--- src/rtl/scl_timing_pkg.sv ---
package scl_timing_pkg;

  typedef enum logic [1:0] {
    PH_IDLE = 2'd0,
    PH_LOW  = 2'd1,
    PH_HIGH = 2'd2
  } phase_e;

  typedef struct packed {
    logic [3:0] base;
    logic [3:0] high;
    logic [3:0] low;
  } scl_fields_t;

  // Derive prescaler exponent and phase counts from a total divisor.
  // fw is the phase field width; the max high+low sum is 2^(fw+1).
  function automatic scl_fields_t derive_fields(input logic [31:0] div,
                                                input int unsigned fw);
    logic [31:0] max_sum;
    logic [31:0] q;
    logic [31:0] b;
    logic [31:0] t;
    logic [31:0] lo;
    logic [31:0] hi;
    max_sum = 32'd2 << fw;
    b = 32'd0;
    q = 32'd0;
    if (div > max_sum) begin
      q = (div - 32'd1) >> (fw + 1);
      for (int i = 0; i < 32; i++) begin
        if (q[i]) b = 32'(i + 1);
      end
    end
    t  = (div + (32'd1 << b) - 32'd1) >> b;
    lo = t >> 1;
    hi = t - lo;
    if (hi != 32'd0) hi = hi - 32'd1;
    if (lo != 32'd0) lo = lo - 32'd1;
    derive_fields.base = b[3:0];
    derive_fields.high = hi[3:0];
    derive_fields.low  = lo[3:0];
  endfunction

endpackage

--- src/rtl/scl_prescaler.sv ---
module scl_prescaler #(
  parameter int EXP_W = 4
) (
  input  logic             clk,
  input  logic             rst_n,
  input  logic             en,
  input  logic [EXP_W-1:0] exp_sel,
  output logic             tick
);
  localparam int CNT_W = (1 << EXP_W) - 1;

  logic [CNT_W-1:0] cnt;
  logic [CNT_W-1:0] mask;

  assign mask = ~({CNT_W{1'b1}} << exp_sel);
  assign tick = en && (cnt == mask);

  always_ff @(posedge clk) begin
    if (!rst_n)      cnt <= '0;
    else if (!en)    cnt <= '0;
    else if (tick)   cnt <= '0;
    else             cnt <= cnt + 1'b1;
  end
endmodule

--- src/rtl/scl_phase_fsm.sv ---
module scl_phase_fsm
  import scl_timing_pkg::*;
#(
  parameter int FIELD_W = 4
) (
  input  logic               clk,
  input  logic               rst_n,
  input  logic               run,
  input  logic               tick,
  input  logic               scl_in,
  input  logic [FIELD_W-1:0] high_cnt,
  input  logic [FIELD_W-1:0] low_cnt,
  output phase_e             state,
  output logic [FIELD_W-1:0] ph_cnt,
  output logic               busy,
  output logic               scl_drive_low,
  output logic               rise_tick,
  output logic               fall_tick
);
  logic low_done;
  logic high_step;
  logic high_done;

  assign busy          = (state != PH_IDLE);
  assign scl_drive_low = (state == PH_LOW);
  assign low_done      = tick && (ph_cnt == low_cnt);
  assign high_step     = tick && scl_in;
  assign high_done     = high_step && (ph_cnt == high_cnt);

  always_ff @(posedge clk) begin
    if (!rst_n) begin
      state     <= PH_IDLE;
      ph_cnt    <= '0;
      rise_tick <= 1'b0;
      fall_tick <= 1'b0;
    end else begin
      rise_tick <= 1'b0;
      fall_tick <= 1'b0;
      case (state)
        PH_IDLE: begin
          ph_cnt <= '0;
          if (run) begin
            state     <= PH_LOW;
            fall_tick <= 1'b1;
          end
        end
        PH_LOW: begin
          if (low_done) begin
            state     <= PH_HIGH;
            ph_cnt    <= '0;
            rise_tick <= 1'b1;
          end else if (tick) begin
            ph_cnt <= ph_cnt + 1'b1;
          end
        end
        PH_HIGH: begin
          if (high_done) begin
            ph_cnt <= '0;
            if (run) begin
              state     <= PH_LOW;
              fall_tick <= 1'b1;
            end else begin
              state <= PH_IDLE;
            end
          end else if (high_step) begin
            ph_cnt <= ph_cnt + 1'b1;
          end
        end
        default: begin
          state  <= PH_IDLE;
          ph_cnt <= '0;
        end
      endcase
    end
  end
endmodule

--- src/rtl/scl_div_helper.sv ---
module scl_div_helper
  import scl_timing_pkg::*;
#(
  parameter int FIELD_W = 4,
  parameter int DIV_W   = 16
) (
  input  logic [DIV_W-1:0] div_req,
  input  logic [11:0]      keep_hi,
  input  logic [7:0]       keep_mid,
  output logic [3:0]       fld_base,
  output logic [3:0]       fld_high,
  output logic [3:0]       fld_low,
  output logic [31:0]      cfg_out
);
  scl_fields_t f;

  assign f        = derive_fields(32'(div_req), FIELD_W);
  assign fld_base = f.base;
  assign fld_high = f.high;
  assign fld_low  = f.low;
  assign cfg_out  = {keep_hi, f.high, f.low, keep_mid, f.base};
endmodule

--- src/rtl/scl_timing_gen.sv ---
module scl_timing_gen
  import scl_timing_pkg::*;
#(
  parameter int FIELD_W = 4,
  parameter int DIV_W   = 16
) (
  input  logic             clk,
  input  logic             rst_n,
  input  logic             run,
  input  logic [31:0]      cfg_word,
  input  logic             scl_in,
  input  logic [DIV_W-1:0] div_req,
  output logic             scl_drive_low,
  output logic             rise_tick,
  output logic             fall_tick,
  output logic [31:0]      cfg_suggest
);
  localparam int EXP_W = 4;

  logic               pre_tick;
  logic               busy;
  phase_e             ph_state;
  logic [FIELD_W-1:0] ph_cnt;
  logic [3:0]         fld_base;
  logic [3:0]         fld_high;
  logic [3:0]         fld_low;

  scl_prescaler #(.EXP_W(EXP_W)) u_pre (
    .clk     (clk),
    .rst_n   (rst_n),
    .en      (busy),
    .exp_sel (cfg_word[EXP_W-1:0]),
    .tick    (pre_tick)
  );

  scl_phase_fsm #(.FIELD_W(FIELD_W)) u_fsm (
    .clk           (clk),
    .rst_n         (rst_n),
    .run           (run),
    .tick          (pre_tick),
    .scl_in        (scl_in),
    .high_cnt      (cfg_word[16 +: FIELD_W]),
    .low_cnt       (cfg_word[12 +: FIELD_W]),
    .state         (ph_state),
    .ph_cnt        (ph_cnt),
    .busy          (busy),
    .scl_drive_low (scl_drive_low),
    .rise_tick     (rise_tick),
    .fall_tick     (fall_tick)
  );

  scl_div_helper #(.FIELD_W(FIELD_W), .DIV_W(DIV_W)) u_help (
    .div_req  (div_req),
    .keep_hi  (cfg_word[31:20]),
    .keep_mid (cfg_word[11:4]),
    .fld_base (fld_base),
    .fld_high (fld_high),
    .fld_low  (fld_low),
    .cfg_out  (cfg_suggest)
  );
endmodule

--- config.mk ---
export PLATFORM = sky130hd
export DESIGN_NAME = scl_timing_gen
export DESIGN_NICKNAME = d
export VERILOG_FILES = /design/src/rtl/scl_timing_pkg.sv /design/src/rtl/scl_prescaler.sv /design/src/rtl/scl_phase_fsm.sv /design/src/rtl/scl_div_helper.sv /design/src/rtl/scl_timing_gen.sv
export SDC_FILE = /design/constraint.sdc
export NUM_CORES = 1
export LEC_CHECK = 0
export BUFFER_PORTS_ARGS = -buffer_cell sky130_fd_sc_hd__clkbuf_2
export CORE_UTILIZATION = 59
export CTS_BUF_LIST = sky130_fd_sc_hd__clkbuf_8
export CTS_CLUSTER_SIZE = 12
export DETAILED_ROUTE_END_ITERATION = 7
export HOLD_SLACK_MARGIN = 0.02
export PLACE_DENSITY = 0.82
export SLEW_MARGIN = 10
export SYNTH_ARGS = -nofsm -noshare
export SYNTH_HDL_FRONTEND = slang
export SYNTH_SLANG_ARGS = --single-unit
--- constraint.sdc ---
create_clock -name clk -period 13.07 [get_ports clk]
set_input_delay 0.6535 -clock clk [delete_from_list [all_inputs] [get_ports clk]]
set_output_delay 0.6535 -clock clk [all_outputs]
set_load 0.05 [all_outputs]
# ---- Yosys cells after proc, flatten, opt, wreduce, memory -nomap -nowiden
# Index checks and enable logic that the tools add are counted.
dict set report word_totals {
  register_bits 23
  mem_bits_rw 0
  mem_bits_ro 0
  n_memories 0
  out_inout_bits 35
  latch_bits 0
  in_bits 52
}
dict set report op_classes {
  mul 0
  order_cmp 1
  reduce_logical 12
  n_bitwise 3
  eq_ne 10
  n_addsub 8
  shifts 3
  mux 44
  n_div 0
}
# operator count
set ops {}
lappend ops {{two-way mux 32 bit} 26}
lappend ops {{nonzero test 32 bit} 2}
lappend ops {{adder 16 x 32 -> 32 bit} 1}
lappend ops {{<< shifter 1 x 32 -> 32 bit, first input constant} 1}
lappend ops {{right shift 32 x 32 -> 32 bit} 1}
lappend ops {{subtractor 32 x 1 -> 32 bit, second input constant} 1}
lappend ops {{subtractor 32 x 31 -> 32 bit} 1}
lappend ops {{two-way mux 4 bit} 6}
lappend ops {{subtractor 16 x 1 -> 17 bit, second input constant} 1}
lappend ops {{greater-than comparator 16 x 6 -> 1 bit, second input constant} 1}
lappend ops {{adder 15 x 1 -> 15 bit, second input constant} 1}
lappend ops {{equality test 15 bit} 1}
lappend ops {{NOT 15 bit} 1}
lappend ops {{<< shifter 15 x 4 -> 15 bit, first input constant} 1}
lappend ops {{equality test 4 bit} 2}
lappend ops {{two-way mux 2 bit} 4}
lappend ops {{one-hot mux 4 bit (2 select lines)} 1}
lappend ops {{subtractor 4 x 1 -> 4 bit, second input constant} 2}
lappend ops {{!= test 3 x 1 -> 1 bit, second input constant} 2}
lappend ops {{one-hot mux 2 bit (3 select lines)} 1}
lappend ops {{two-way mux 1 bit} 5}
lappend ops {{adder 4 x 1 -> 4 bit, second input constant} 1}
lappend ops {{logical AND 1 bit} 4}
lappend ops {{!= test 2 x 1 -> 1 bit, second input constant} 2}
lappend ops {{10 further kinds} 12}

# ---- Logic depth before layout (Yosys ltp)
# Gate-level depths: netlist of the first run.
dict set report logic_depth {
  word_depth 36
  mapped_depth 47
  depth_no_buf 44
}

# ---- Hierarchy
# Synthesis of the first run repeated with hierarchy kept, for this count alone.
dict set report unflattened {
  hier_cells 1295
  hier_area_um2 8755.9
}
# mod n_inst cells_per_inst area_each_um2
set modules_own_cells {}
lappend modules_own_cells {scl_div_helper 1 1106 7141.8}
lappend modules_own_cells {scl_prescaler 1 125 1037.2}
lappend modules_own_cells {scl_phase_fsm 1 64 576.8}

# ---- Worst setup path after synthesis of the first run
# OpenSTA, ideal clock, no wires.
dict set report synth_path {
  path_type {input port to output port}
  from {input port div_req[7]}
  to {output port cfg_suggest[17]}
  n_path_buf 5
  stages 42
  t_required_ns 12.416
  arrival_ns 10.713
  setup_slack_ns 1.703
  cell_sequence {nor4_2 -> a31oi_1 -> or3_4 -> or4_1 -> buf_2 -> clkinv_4 -> clkbuf_1 -> clkbuf_1 -> nand3_1 -> ha_1 -> inv_1 -> ha_1 -> clkbuf_1 -> a21oi_1 -> o211ai_1 -> a21oi_1 -> o221ai_1 -> a21oi_1 -> [6 not listed] -> a31oi_1 -> mux2i_1 -> a211oi_1 -> mux2i_1 -> o21a_1 -> ha_1 -> clkbuf_1 -> o21bai_1 -> a21oi_1 -> o211a_1 -> o2111ai_1 -> a2111oi_0 -> nand4_1 -> or3_1 -> nor4_2 -> nand4_1 -> nor3_2 -> mux2i_1}
}
dict set report synth_via {
  word_cells_on_any_way 36
  cone_classes {add/sub: 5; order compare: 1; shift: 2; mux: 27; reduce/logical: 1}
}
# element line_no
set synth_rtl {}
lappend synth_rtl {{start: declaration} scl_timing_gen.sv:12} ;# input logic [DIV_W-1:0] div_req,
lappend synth_rtl {{subtractor 16 x 1 -> 17 bit} scl_timing_pkg.sv:29} ;# q = (div - 32'd1) >> (fw + 1);
lappend synth_rtl {{two-way mux 32 bit (24 in a row)} scl_timing_pkg.sv:31} ;# if (q[i]) b = 32'(i + 1);
lappend synth_rtl {{two-way mux 32 bit *} scl_timing_pkg.sv:28} ;# if (div > max_sum) begin
lappend synth_rtl {{via cfg_suggest[2]} scl_timing_gen.sv:16} ;# output logic [31:0] cfg_suggest
lappend synth_rtl {{<< shifter 1 x 32 -> 32 bit} scl_timing_pkg.sv:34} ;# t = (div + (32'd1 << b) - 32'd1) >> b;
lappend synth_rtl {{adder 16 x 32 -> 32 bit} scl_timing_pkg.sv:34}
lappend synth_rtl {{subtractor 32 x 1 -> 32 bit} scl_timing_pkg.sv:34}
lappend synth_rtl {{right shift 32 x 32 -> 32 bit *} scl_timing_pkg.sv:34}
lappend synth_rtl {{subtractor 32 x 31 -> 32 bit *} scl_timing_pkg.sv:36} ;# hi = t - lo;
lappend synth_rtl {{subtractor 4 x 1 -> 4 bit or nonzero test 32 bit (tied branches)} scl_timing_pkg.sv:37} ;# if (hi != 32'd0) hi = hi - 32'd1;
lappend synth_rtl {{two-way mux 4 bit *} scl_timing_pkg.sv:37}
lappend synth_rtl {{end: declaration} scl_timing_gen.sv:16}
# The timed path passes the listed nets; every way through them passes the cells marked *.

# ---- Worst setup path in the final report of the first run
dict set report layout_path {
  from {input port div_req[7]}
  to {output port cfg_suggest[17]}
}
dict set report layout_via {
  elab_chain_len 34
  word_cells_on_any_way 36
  cone_classes {add/sub: 5; order compare: 1; shift: 2; mux: 27; reduce/logical: 1}
}
# element line_no
set layout_lines {}
lappend layout_lines {{subtractor 16 x 1 -> 17 bit} scl_timing_pkg.sv:29}
lappend layout_lines {{two-way mux 32 bit (25 in a row)} scl_timing_pkg.sv:31}
lappend layout_lines {{two-way mux 32 bit} scl_timing_pkg.sv:28}
lappend layout_lines {{<< shifter 1 x 32 -> 32 bit} scl_timing_pkg.sv:34}
lappend layout_lines {{adder 16 x 32 -> 32 bit} scl_timing_pkg.sv:34}
lappend layout_lines {{subtractor 32 x 1 -> 32 bit} scl_timing_pkg.sv:34}
lappend layout_lines {{right shift 32 x 32 -> 32 bit *} scl_timing_pkg.sv:34}
lappend layout_lines {{subtractor 32 x 31 -> 32 bit *} scl_timing_pkg.sv:36}
lappend layout_lines {{subtractor 4 x 1 -> 4 bit or nonzero test 32 bit (tied branches)} scl_timing_pkg.sv:37}
lappend layout_lines {{two-way mux 4 bit *} scl_timing_pkg.sv:37}
# Every way passes the cells marked *; elsewhere a longest branch is shown, timed or not.

==> metrics.yaml, run 1 <==
run_status:
  outcome: "finished, final reports clean"
grt:
  grt_pass1_vias: 7939
  antenna_found_initial: 0
  grt_overflow: 0
  grtUsageTotal_pct: 30.98
  grt_pass1_wl_mm: 37.67
  grt_max_degree: 38
detailed_routing:
  via_per_inst: 6.275
  final_antenna_net_count: 0
  drt_pass1_iterations: 6
  dr_total_vias: 8835
  routedWlPerCell_um: 16.02
  wl_mm: 22.56
  drc: 0
  drt_iter0_markers: 827
timing:
  rsz0062_at_grt: "no"
  worst_pin_slew_ps: 980.6
  finalSetupViolations: 0
  tns_ps: 0
  timing.fmax_ghz: 0.08407
  maxSlewViolCount: 0
  fin_skew_ps: 4.137
  min_period_ps: 11890
  finalHoldViolations: 0
  finalCritPeriodShare_pct: 91.01
  relSlewSlack_pct: 34.23
floorplanning:
  initial_core_util_pct: 61.51
  die_y_um: 120.7
  io_pins: 87
  rows: 42
  die_area_um2: 14560
  die_x_um: 120.7
  fp.coreArea_um2: 13510
clock_tree:
  clkTransAtPathRegs_ps: 90
  ctsLongestPathBuffers: 2
  cts_resized: 0
  clock_latency_ps: 270
  h-tree-depth: 1
  cts_buffers: 3
  cts_tree: "done"
  holdBufCountCts: 0
  cts_num_sinks: 23
  postCtsSetupBuffers: 0
  clk_root_buffer_cell: "clkbuf_8"
flow_run:
  drv_cap: 0
logic_synthesis:
  synthTopCellsByCount: "nor2_1 (106), a21oi_1 (103), inv_1 (103)"
  synth_area_um2: 8307
  synth.most_common_cell: "nor2_1"
  syn_area_per_cell_um2: 6.854
  postSynthRegisterBits: 23
  synth_edf_count: 0
  ys.flop_type: "dfxtp_1"
  synth_top_cell_by_area: "ha_1"
  synthDominantCellAreaShare_pct: 15.06
  synth-seq-area-share_pct: 5.543
  async_reset_ff_share_pct: 0
  synth_cell_type_count: 97
  ys_warn_count: 0
  synth_area_leaders: "ha_1 (15%), a21oi_1 (6.2%), dfxtp_1 (5.5%), nor2_1 (4.8%), inv_1 (4.7%)"
  synthCells: 1212
final_layout:
  fin_area_um2: 8613
  antenna_cells: 0
  nNetsFinal: 1387
  fin_cells: 1408
  area_growth_pct: 3.690
  drive_gt1_share_pct: 9.497
  final_util_pct: 63.78
setup_path:
  slowest_stage: "nor4_2"
  path_class: "input pin to primary output"
  crit_family: "compound AO/OA/AOI/OAI gates"
  startpoint_type: "input pin"
  critPathCaptureType: "primary output"
  cp_slowest_stage_delay_ps: 560
  worstPathMaxFanout: 31
  worstPathArrival_ps: 11240
  cp.required_ps: 12420
  crit_buf_inv: 4
  crit_top_cell: "a21oi_1"
place:
  dp_hpwl_mm: 18.54
  portBuffers: 46
  dpl_cell_area_um2: 8563
  dp_cells: 1404
  gp_congestion: 0.9951
min_path:
  worstHoldPathType: "register to register"
pwr:
  p_per_area_nw_per_um2: 145.0
  max-vdd-ir-drop_mv: 0.1108
  p_leak_nw: 3.871
## layout by cell type, fill, tap and decap left out, drive strengths merged, types with 9 or more instances in the layout
master,count
clkbuf,49
o21ai,68
nand2b,18
dfxtp,23
nand2,98
nand4,19
a21boi,10
or3,14
conb,33
ha,100
nor2,108
a21o,29
mux2i,38
o31ai,11
nand3,40
a31oi,14
o21bai,18
nor3,38
nor2b,12
mux2,9
xor2,29
o211ai,22
and2,11
inv,108
a21oi,106
nor4,14
a211oi,20
xnor2,30
and3,16
o21a,11
## worst paths after layout
check	slack, ps	end	start	depth (start not counted)
setup / recovery	1180	cfg_suggest[17]	div_req[7]	41
setup reg to reg	9930	u_fsm.ph_cnt[2]$_SDFFE_PN0P_	u_pre.cnt[4]$_SDFF_PP0_	14
hold reg to reg	490	u_pre.cnt[0]$_SDFF_PP0_	u_pre.cnt[0]$_SDFF_PP0_	1
hold / removal	490	u_pre.cnt[0]$_SDFF_PP0_	u_pre.cnt[0]$_SDFF_PP0_	1
## sequential cells by signal, summed over array words and instances, names as in the netlist
| name | count |
|---|---|
| u_pre.cnt | 15 |
| u_fsm.ph_cnt | 4 |
| u_fsm.rise_tick | 1 |
| u_fsm.state | 2 |
| u_fsm.fall_tick | 1 |
## layer usage
metal / part of all wire (%) / vias to the layer above / GRT usage (%)
met1: 46 / 4016 / 42.90
li1: - / 4421 / -
met4: 2.7 / 0 / 10.26
met5: 0 / - / 0
met2: 44 / 353 / 50.61
met3: 7.4 / 45 / 2.170
## per-stage QoR
step                      hold WS (ps)   power, W  worst slack, ps
after floorplan                  440.9  0.0009665             1703
after global placement           465.2   0.001168             1218
after detailed placement         472.3   0.001175            878.3
after CTS                        493.3   0.001226            849.6
after global routing             547.0   0.001359            24.12
final                            492.3   0.001249             1176
## layout make-up
cell class / count / area [µm²]
clock buffers: 3 / 41.29
clock inverters: 1 / 5.005
fillers: 1308 / 4892
inverters: 111 / 427.9
multi-input cells: 1044 / 7198
flip-flops and latches: 23 / 460.4
well taps: 176 / 220.2
repair buffers: 50 / 260.3
## power breakdown
part | internal (W) | switching [W] | total [W]
logic | 0.000403 | 0.000719 | 0.00112
registers | 0.0000751 | 0.00000580 | 0.0000809
clock network | 0.0000214 | 0.0000247 | 0.0000460
total | 0.000499 | 0.000750 | 0.00125
## worst reg2reg max path, delay by kind of cell (launching register included)
kind	cells	cell delay, ps
and+or+nand+nor	8	1390
AOI/OAI and AO/OA	5	1130
DFF	1	470
buffers and inverters	1	80
## kinds of logic (layout without fill, tap and decap cells)
kind of cell	count (synthesis)	in the layout	synth area share (%)
multiplexers	47	47	5.889
AO/OA/AOI/OAI	382	382	31.41
adder cells (fa/ha/maj)	103	103	15.67
other	2	33	0.09041
flip-flops	23	23	5.543
XOR/XNOR	59	59	6.221
AND/OR/NAND/NOR	420	420	25.94
buffers and inverters	176	165	9.248
No activity file was read; power rests on OpenSTA's default activity.
==> run 2: changes to the inputs <==
--- a/config.mk
+++ b/config.mk
@@ -6,12 +6,12 @@
 export NUM_CORES = 1
 export LEC_CHECK = 0
 export BUFFER_PORTS_ARGS = -buffer_cell sky130_fd_sc_hd__clkbuf_2
-export CORE_UTILIZATION = 59
+export CORE_UTILIZATION = 47
 export CTS_BUF_LIST = sky130_fd_sc_hd__clkbuf_8
 export CTS_CLUSTER_SIZE = 12
 export DETAILED_ROUTE_END_ITERATION = 7
 export HOLD_SLACK_MARGIN = 0.02
-export PLACE_DENSITY = 0.82
+export PLACE_DENSITY = 0.68
 export SLEW_MARGIN = 10
 export SYNTH_ARGS = -nofsm -noshare
 export SYNTH_HDL_FRONTEND = slang
==> run 2 against run 1 <==
  * Core utilization fell by 14 points
  * Worst setup slack worse by 140 ps
  * Power increased by 1.3%
  * Clock skew about the same
  * Largest power group unchanged
  * Count of clock-buffer cells in the layout stayed put
==> metrics.yaml, run 2 (synthesis gave the netlist of run 1 again) <==
timing:
  timing.fmax_ghz: 0.08308  # was 0.08407 GHz
  relSlewSlack_pct: 40.71  # was 34.23%
  finalSetupViolations: 0  # unchanged
  setup_slack_ps: 1033  # was 1176 ps
  min_period_ps: 12040  # was 11,890 ps
  finalCritPeriodShare_pct: 92.09  # was 91.01%
  worst_pin_slew_ps: 883.4  # was 980.6 ps
  rsz0062_at_grt: "no"  # unchanged
  fin_skew_ps: 4.215  # was 4.137 ps
  finalHoldViolations: 0  # unchanged
  tns_ps: 0  # unchanged
  maxSlewViolCount: 0  # unchanged
final_layout:
  antenna_cells: 0  # unchanged
  regMostFlops: "u_pre.cnt"  # unchanged
  top_regs: "u_pre.cnt x15, u_fsm.ph_cnt x4, u_fsm.state x2"  # unchanged
  nNetsFinal: 1387  # unchanged
  layout_common_cells: "nor2_1 (106), inv_1 (104), a21oi_1 (103)"  # was nor2_1 (106), inv_1 (103), a21oi_1 (103)
  drive_gt1_share_pct: 9.334  # was 9.497%
  final_common_cell: "nor2_1"  # unchanged
  largest_register_ffs: 15  # unchanged
  area_growth_pct: 4.368  # was 3.690%
detailed_routing:
  dr_total_vias: 8788  # was 8,835
  dr.max_layer_used: "met4"  # unchanged
  wl_mm: 23.01  # was 22.56 mm
  drt_iter0_markers: 513  # was 827
  wl_met1_mm: 10.49  # was 10.38 mm
  drc: 0  # unchanged
  routedWlPerCell_um: 15.80  # was 16.02 µm
  final_antenna_net_count: 0  # unchanged
  dr_wl_met3_mm: 1.432  # was 1.663 mm
  via_per_inst: 6.032  # was 6.275
  drt_pass1_iterations: 6  # unchanged
  wl_met2_mm: 10.46  # was 9.914 mm
setup_path:
  cp.required_ps: 12420  # about the same
  worstPathMaxFanout: 31  # unchanged
  r2r_slack_ps: 9940  # was 9930 ps
  crit_buf_inv: 5  # was 4
  crit_top_cell: "a21oi_1"  # unchanged
  critPathCaptureType: "primary output"  # unchanged
  cp_slowest_stage_delay_ps: 560  # about the same
  slowest_stage: "nor4_2"  # unchanged
  startpoint_type: "input pin"  # unchanged
  crit_family: "compound AO/OA/AOI/OAI gates"  # unchanged
  path_class: "input pin to primary output"  # unchanged
  worstPathArrival_ps: 11380  # was 11,240 ps
floorplanning:
  die_x_um: 134.9  # was 120.7 µm
  io_pins: 87  # unchanged
  die_area_um2: 18210  # was 14,560 µm²
  fp.coreArea_um2: 17300  # was 13,510 µm²
  rows: 48  # was 42
  initial_core_util_pct: 48.03  # was 61.51%
  die_y_um: 134.9  # was 120.7 µm
place:
  portBuffers: 46  # unchanged
  dp_hpwl_mm: 18.88  # was 18.54 mm
  gp_congestion: 0.9382  # was 0.9951
  dp_slack_ps: 1268  # was 878.3 ps
grt:
  grt_pass1_wl_mm: 38.92  # was 37.67 mm
  grt_overflow: 0  # unchanged
  grt_max_degree: 35  # was 38
  grt_pass1_vias: 8043  # was 7,939
  grtUsageTotal_pct: 25.57  # was 30.98%
  antenna_found_initial: 0  # unchanged
clock_tree:
  cts_resized: 0  # unchanged
  clk_root_buffer_cell: "clkbuf_8"  # unchanged
  h-tree-depth: 1  # unchanged
  clkTransAtPathRegs_ps: 80  # was 90 ps
  cts_tree: "done"  # unchanged
  postCtsSetupBuffers: 0  # unchanged
  cts_buffers: 3  # unchanged
  holdBufCountCts: 0  # unchanged
  ctsLongestPathBuffers: 2  # unchanged
  cts_num_sinks: 23  # unchanged
  clock_latency_ps: 260  # was 270 ps
pwr:
  p_per_area_nw_per_um2: 145.9  # was 145.0 nW/µm²
  p_leak_nw: 3.870  # was 3.871 nW
  total_power_w: 0.001265  # was 0.001249 W
  max-vdd-ir-drop_mv: 0.2013  # was 0.1108 mV
min_path:
  worstHoldPathType: "register to register"  # unchanged
run_status:
  outcome: "finished, final reports clean"  # unchanged
flow_run:
  drv_cap: 0  # unchanged
[run 2: cell count changes in the layout (fill, tap and decap cells not counted), sizes merged]
cell / before / now
clkinv: 4 / 3
inv: 108 / 109
[run 2: area by class of cell]
cell class | count | area (µm²)
Clock buffer | 3 | 41.29
Clock inverter | 1 | 3.754
Fill cell | 1820 | 8627
Inverter | 111 | 427.9
Multi-Input combinational cell | 1044 | 7194
Sequential cell | 23 | 460.4
Tap cell | 225 | 281.5
Timing Repair Buffer | 50 | 260.3
[run 2: path summary, 6_finish.rpt]
kind	from	end	cells after the start
setup / recovery	div_req[7]	cfg_suggest[17]	42
hold / removal	u_pre.cnt[0]$_SDFF_PP0_	u_pre.cnt[0]$_SDFF_PP0_	1
setup reg to reg	u_pre.cnt[4]$_SDFF_PP0_	u_fsm.ph_cnt[2]$_SDFFE_PN0P_	14
hold reg to reg	u_pre.cnt[0]$_SDFF_PP0_	u_pre.cnt[0]$_SDFF_PP0_	1
[run 2: routing by layer]
layer | vias to the layer above | global-route usage [%]
li1 | 4426 | -
met1 | 3998 | 34.32
met2 | 322 | 43.07
met3 | 42 | 2.177
met4 | 0 | 7.990
met5 | - | 0
[run 2: worst reg2reg max path, delay by kind of cell, from the launching register on]
kind                   cells  cell delay, ps
AOI/OAI and AO/OA          5            1130
DFF                        1             450
and+or+nand+nor            8            1420
buffers and inverters      1              80
[run 2: report_power, final]
group	internal, W	total, W	switching (W)
Clock	0.0000210	0.0000436	0.0000226
Sequential	0.0000751	0.0000807	0.00000566
Combinational	0.000402	0.00114	0.000738
Total	0.000498	0.00126	0.000766
[run 2: through the flow]
stage	hold WS, ps	cell area [µm²]	utilization (%)	cells
2_1_floorplan	440.9	8423	-	1243
3_3_place_gp	466.8	8625	49.86	1453
3_5_place_dp	476.0	8625	49.86	1453
4_1_cts	495.9	8670	50.12	1457
5_1_grt	536.1	8670	50.12	1457
6_report	489.9	8670	50.12	1457
